==> src/rtl/dual_drive_ctl.sv <==
module dual_drive_ctl #(
  parameter int OFF_CYC = 20
) (
  input  logic clk,
  input  logic rst_n,
  input  logic cmd_inv,
  input  logic cmd_ni,
  input  logic alt_en,
  input  logic sd_req,
  input  logic ot_flag,
  input  logic inh_a,
  input  logic inh_b,
  output logic drv_a,
  output logic drv_b
);
  localparam int CW = $clog2(OFF_CYC + 1);

  logic [6:0] s1, s2;
  logic [CW-1:0] cnt;
  logic pend, sel, sd_lat;

  always_ff @(posedge clk or negedge rst_n)
    if (!rst_n) begin
      s1 <= '0;
      s2 <= '0;
    end else begin
      s1 <= {inh_b, inh_a, ot_flag, sd_req, alt_en, cmd_ni, cmd_inv};
      s2 <= s1;
    end

  wire inv_s = s2[0];
  wire ni_s  = s2[1];
  wire alt_s = s2[2];
  wire sd_s  = s2[3];
  wire ot_s  = s2[4];
  wire iha_s = s2[5];
  wire ihb_s = s2[6];

  wire cmd      = ~inv_s & ni_s;
  wire off_done = ~cmd & (cnt >= CW'(OFF_CYC - 1));

  always_ff @(posedge clk or negedge rst_n)
    if (!rst_n) begin
      cnt    <= CW'(OFF_CYC);
      pend   <= 1'b0;
      sel    <= 1'b0;
      sd_lat <= 1'b0;
    end else begin
      if (cmd) cnt <= '0;
      else if (cnt < CW'(OFF_CYC)) cnt <= cnt + 1'b1;

      if (cmd) pend <= 1'b1;
      else if (pend && off_done) begin
        pend <= 1'b0;
        if (alt_s) sel <= ~sel;
      end

      if (sd_s) sd_lat <= 1'b1;
      else if (off_done) sd_lat <= 1'b0;
    end

  wire run = cmd & ~sd_s & ~sd_lat & ~ot_s;
  assign drv_a = run & ~iha_s & (~alt_s | ~sel);
  assign drv_b = run & ~ihb_s & (~alt_s | sel);

  assert_ot_low_R7: assert property (@(posedge clk) disable iff (!rst_n)
    ot_s |-> (!drv_a && !drv_b));
  assert_sd_low_R5: assert property (@(posedge clk) disable iff (!rst_n)
    (sd_s || sd_lat) |-> (!drv_a && !drv_b));
  assert_lat_hold_R5: assert property (@(posedge clk) disable iff (!rst_n)
    (sd_lat && cmd) |=> sd_lat);
  assert_excl_R3: assert property (@(posedge clk) disable iff (!rst_n)
    alt_s |-> !(drv_a && drv_b));
  assert_sel_hold_R4: assert property (@(posedge clk) disable iff (!rst_n)
    cmd |=> $stable(sel));
  assert_inh_a_R8: assert property (@(posedge clk) disable iff (!rst_n)
    iha_s |-> !drv_a);
  assert_inh_b_R8: assert property (@(posedge clk) disable iff (!rst_n)
    ihb_s |-> !drv_b);
endmodule

==> config.mk <==
export PLATFORM = sky130hd
export DESIGN_NAME = dual_drive_ctl
export DESIGN_NICKNAME = d
export VERILOG_FILES = /design/src/rtl/dual_drive_ctl.sv
export SDC_FILE = /design/constraint.sdc
export NUM_CORES = 1
export LEC_CHECK = 0
export BUFFER_PORTS_ARGS = -buffer_cell sky130_fd_sc_hd__buf_2
export CORE_MARGIN = 10
export CORE_UTILIZATION = 50
export DETAILED_ROUTE_END_ITERATION = 10
export PLACE_DENSITY = 0.71
export SYNTH_ARGS = -nofsm -noshare
export SYNTH_HDL_FRONTEND = slang
export SYNTH_SLANG_ARGS = --single-unit
==> constraint.sdc <==
create_clock -name clk -period 3.1 [get_ports clk]
set_clock_uncertainty 0.2 [all_clocks]
set_input_delay 0.93 -clock clk [delete_from_list [all_inputs] [get_ports clk]]
set_output_delay 0.93 -clock clk [all_outputs]
set_load 0.01 [all_outputs]
== Yosys cells after proc, flatten, opt, wreduce, memory -nomap -nowiden ==
Index checks and enable logic that the tools add are counted.

* $add $sub $neg: 1
* $lt $le $gt $ge: 2
* Muxes and demuxes: 6
* Bitwise logic cells: 20
* Reductions and logical operators: 5

{| class="wikitable"
|+ Operator list
! cell !! count
|-
| 5-bit two-way mux || 2
|-
| 1-bit bitwise AND || 9
|-
| 1-bit NOT || 9
|-
| 2-bit nonzero test || 3
|-
| 5-bit by 1-bit adder with 5-bit output (second input constant) || 1
|-
| 5-bit >= comparator (second input constant) || 1
|-
| 5-bit less-than comparator (second input constant) || 1
|-
| 1-bit two-way mux || 4
|-
| 3-bit AND reduction || 1
|-
| 1-bit OR || 2
|-
| 1-bit logical AND || 1
|}

* Register bits: 22
* Input bits: 9
* Logic and storage cells: 40

== Depth between registers and ports, before layout ==
* Word-level depth: 7
* Gate-level depth with buffers: 4
* Depth with buffers taken out: 4

== Least setup slack after synthesis ==
No wires, ideal clock.

* Kind: register to output
* Start point: reg s2[0]
* End point: out drv_b
* Arrival time: 1.222 ns
* Setup slack: 0.748 ns
* Stages on the path, launching flop included: 4
* Cell sequence: dfrtp_1 nand2b_4 or4_4 nor3_1

* Word-level cells in the longest chain between the ends: 7

{| class="wikitable"
|+ Ends and longest elaborated chain
! what !! RTL line !! source
|-
| start: declaration || 18 || <nowiki>logic [6:0] s1, s2;</nowiki>
|-
| start signal: assignment || 25 || <nowiki>s2 <= '0;</nowiki>
|-
| start signal: assignment || 28 || <nowiki>s2 <= s1;</nowiki>
|-
| 1-bit NOT || 39 || <nowiki>wire cmd = ~inv_s & ni_s;</nowiki>
|-
| 1-bit bitwise AND || 39 ||
|-
| 1-bit bitwise AND (3 in a row) || 62 || <nowiki>wire run = cmd & ~sd_s & ~sd_lat & ~ot_s;</nowiki>
|-
| 1-bit bitwise AND (2 in a row) || 64 || <nowiki>assign drv_b = run & ~ihb_s & (~alt_s | sel);</nowiki>
|-
| end: declaration || 14 || <nowiki>output logic drv_b</nowiki>
|}

No other way between the ends.

== Worst setup path after layout ==
* Start point: reg s2[0]
* End point: out drv_a

* Word-level cells in the longest chain between the ends: 7

{| class="wikitable"
|+ Ends and longest elaborated chain
! what !! RTL line !! source
|-
| 1-bit NOT || 39 ||
|-
| 1-bit bitwise AND || 39 ||
|-
| 1-bit bitwise AND (3 in a row) || 62 ||
|-
| 1-bit bitwise AND (2 in a row) || 63 || <nowiki>assign drv_a = run & ~iha_s & (~alt_s | ~sel);</nowiki>
|-
| end: declaration || 13 || <nowiki>output logic drv_a,</nowiki>
|}

No other way between the ends.

==> impl_metrics.tcl <==
set metrics [dict create \
    clk_latency_ns 0.29 \
    hold_path_class "flop to flop" \
    crit_type "flop to primary output" \
    finalSetupTns_ns 0 \
    fp.dieW_microns 59.1 \
    ys_seq_elements 22 \
    period_share 0.885 \
    worst-path-buf-inv 1 \
    cp-end-kind "primary output" \
    coreArea_sq_um 1470 \
    startpoint_type "flop" \
    drt_iter0_drc 3 \
    r2r_slack_ns 1.55 \
    slew_viol_final 0 \
    io_pins 11 \
    htree_levels 1 \
    worst_path_largest_cell_delay_ns 0.42 \
    ys_types 23 \
    die-area_sq_um 3490 \
    grt_usage 0.0730 \
    syn-cell-area_sq_um 764 \
    preCtsSetupSlack_ns 0.677 \
    grt_max_degree 23 \
    post_cts_buffers 0 \
    drt-pass1-iter-count 3 \
    arrival_ns 1.61 \
    ir_drop_v 0.000362 \
    cts_root_buf "clkbuf_4" \
    powerDensity_nw_per_um2 711 \
    gr-total-overflow 0 \
    cts_resized 0 \
    synthArstFlopShare 1.00 \
    syn_nets 62 \
    post_drt_wl_per_cell_microns 13.4 \
    cts-buffers-inserted 3 \
    tritoncts "done" \
    crit_required_ns 1.97 \
    grt_first_pass_wirelength_microns 1900 \
    totalWireLength_microns 1100 \
    avgSynthCellArea_sq_um 14.7 \
    max_freq_mhz 365 \
    areaGrowthSynthToFinish_pct 13.9 \
    crit_family "simple AND/OR/NAND/NOR gates" \
    cts-hold-fix-buffers 0 \
    finalSetupViolCount 0 \
    fp.dieH_microns 59.1 \
    drc 0 \
    path_cells "nand2b_4 -> or4_4 -> a211oi_2 -> buf_2" \
    rows 14 \
    fin_nets 77 \
    hold_viol_final 0 \
    hpwlAfterDp_microns 838 \
    n_antenna_cell 0 \
    drive_above_1_share 0.303 \
    cap_violations 0 \
    antenna_found_initial 0 \
    start_util 0.520 \
    yosysSeqAreaShare 0.723 \
    gp_congestion 0.793 \
    cp_max_fo 4 \
    synth_edf_count 0 \
    finalCriticalPeriod_ns 2.74 \
    relSlewSlack 0.700 \
    cpMaxStageDelayCell "or4_4" \
    p_leak_nw 0.395 \
    yosysWarningCount 0 \
    grt_pass1_vias 434 \
    clock_path_buffers 2 \
    clk_pin_slew_worst_paths_ns 0.11 \
    via_per_inst 4.91 \
    worst_slew_pin_slew_ns 0.451 \
    clock-sinks 22 \
    drtAntennaViolNets 0 \
    status "finished, final reports clean" \
    ys.flop_type "dfrtp_1" \
    netlist_instances 52 \
    setup_slack_ns 0.357 \
    rsz0062_at_grt "no" \
    vias 403 \
    portBuffers 10 \
]
==> metal layers <==
metal / global-route usage / part of all wire
met1: 0.0838 / 0.44
met2: 0.113 / 0.52
met3: 0.0236 / 0.035
met4: 0.0492 / 0.0082
met5: 0 / 0
==> worst reg2reg max path: stages, from the launching register on <==
cell,delay (ns)
dfrtp_1,0.44
ha_1,0.26
a2111o_1,0.34
nand4_1,0.13
xnor2_1,0.12
==> power by group <==
part	switching (mW)	total [mW]	internal (mW)	leakage [nW]
combinational	0.0424	0.0908	0.0484	0.121
sequential	0.0440	0.379	0.335	0.253
clock	0.0778	0.149	0.0715	0.0210
total	0.164	0.619	0.455	0.395
==> cell usage in the layout (no fill, tap or decap), types with 2 or more instances in the layout <==
master | synthesis | final
a21o_1 | 2 | 2
buf_2 | 0 | 10
clkbuf_4 | 0 | 3
dfrtp_1 | 20 | 20
dfstp_2 | 2 | 2
nand2_1 | 3 | 3
nor2_1 | 5 | 5
o21ai_0 | 2 | 2
xnor2_1 | 2 | 2
==> logic make-up after synthesis <==
logic type / count (synthesis) / share of synthesized area
AO/OA/AOI/OAI: 8 / 0.0785
flip-flops: 22 / 0.723
AND/OR/NAND/NOR: 17 / 0.134
multiplexers: 1 / 0.0131
XOR/XNOR: 3 / 0.0344
adder cells (fa/ha/maj): 1 / 0.0164
==> registers in the layout, summed over array words and instances (netlist names) <==
name and cells:
cnt 5, pend 1, s1 7, s2 7
sd_lat 1, sel 1
==> stage by stage <==
step	total power [mW]	cells	hold slack [ns]	cell area, sq um	util
final	0.619	82	0.159	871	0.592
after global routing	0.662	82	0.168	871	0.592
after CTS	0.630	82	0.161	871	0.592
after detailed placement	0.479	78	0.135	835	0.567
after global placement	0.471	78	0.132	835	0.567
after floorplan	0.445	52	0.131	764	-
==> worst paths after layout <==
check | cells after the start | start | to
max in group asynchronous | 1 | rst_n | cnt[4]$_DFFE_PN1P_
setup / recovery | 4 | s2[0]$_DFF_PN0_ | drv_a
setup reg to reg | 4 | cnt[0]$_DFFE_PN0P_ | sel$_DFFE_PN0P_
hold reg to reg | 0 | s1[4]$_DFF_PN0_ | s2[4]$_DFF_PN0_
min in group asynchronous | 1 | rst_n | s1[6]$_DFF_PN0_
hold / removal | 0 | s1[4]$_DFF_PN0_ | s2[4]$_DFF_PN0_
==> area by class of cell <==
type,count,area [sq um]
repair buffers,10,50.0
well taps,16,20.0
fillers,134,601
flip-flops and latches,22,553
clock buffers,4,36.3
multi-input cells,30,211
==> synthesized netlist by cell type (all sizes together) (2+ instances only) <==
master | count | share of area
a21o | 2 | 0.020
dfstp | 2 | 0.069
nand2 | 3 | 0.015
xnor2 | 2 | 0.023
o21ai | 2 | 0.013
dfrtp | 20 | 0.65
and2b | 2 | 0.021
nor2 | 5 | 0.025
Note: power is estimated with default switching activity, not from simulation.
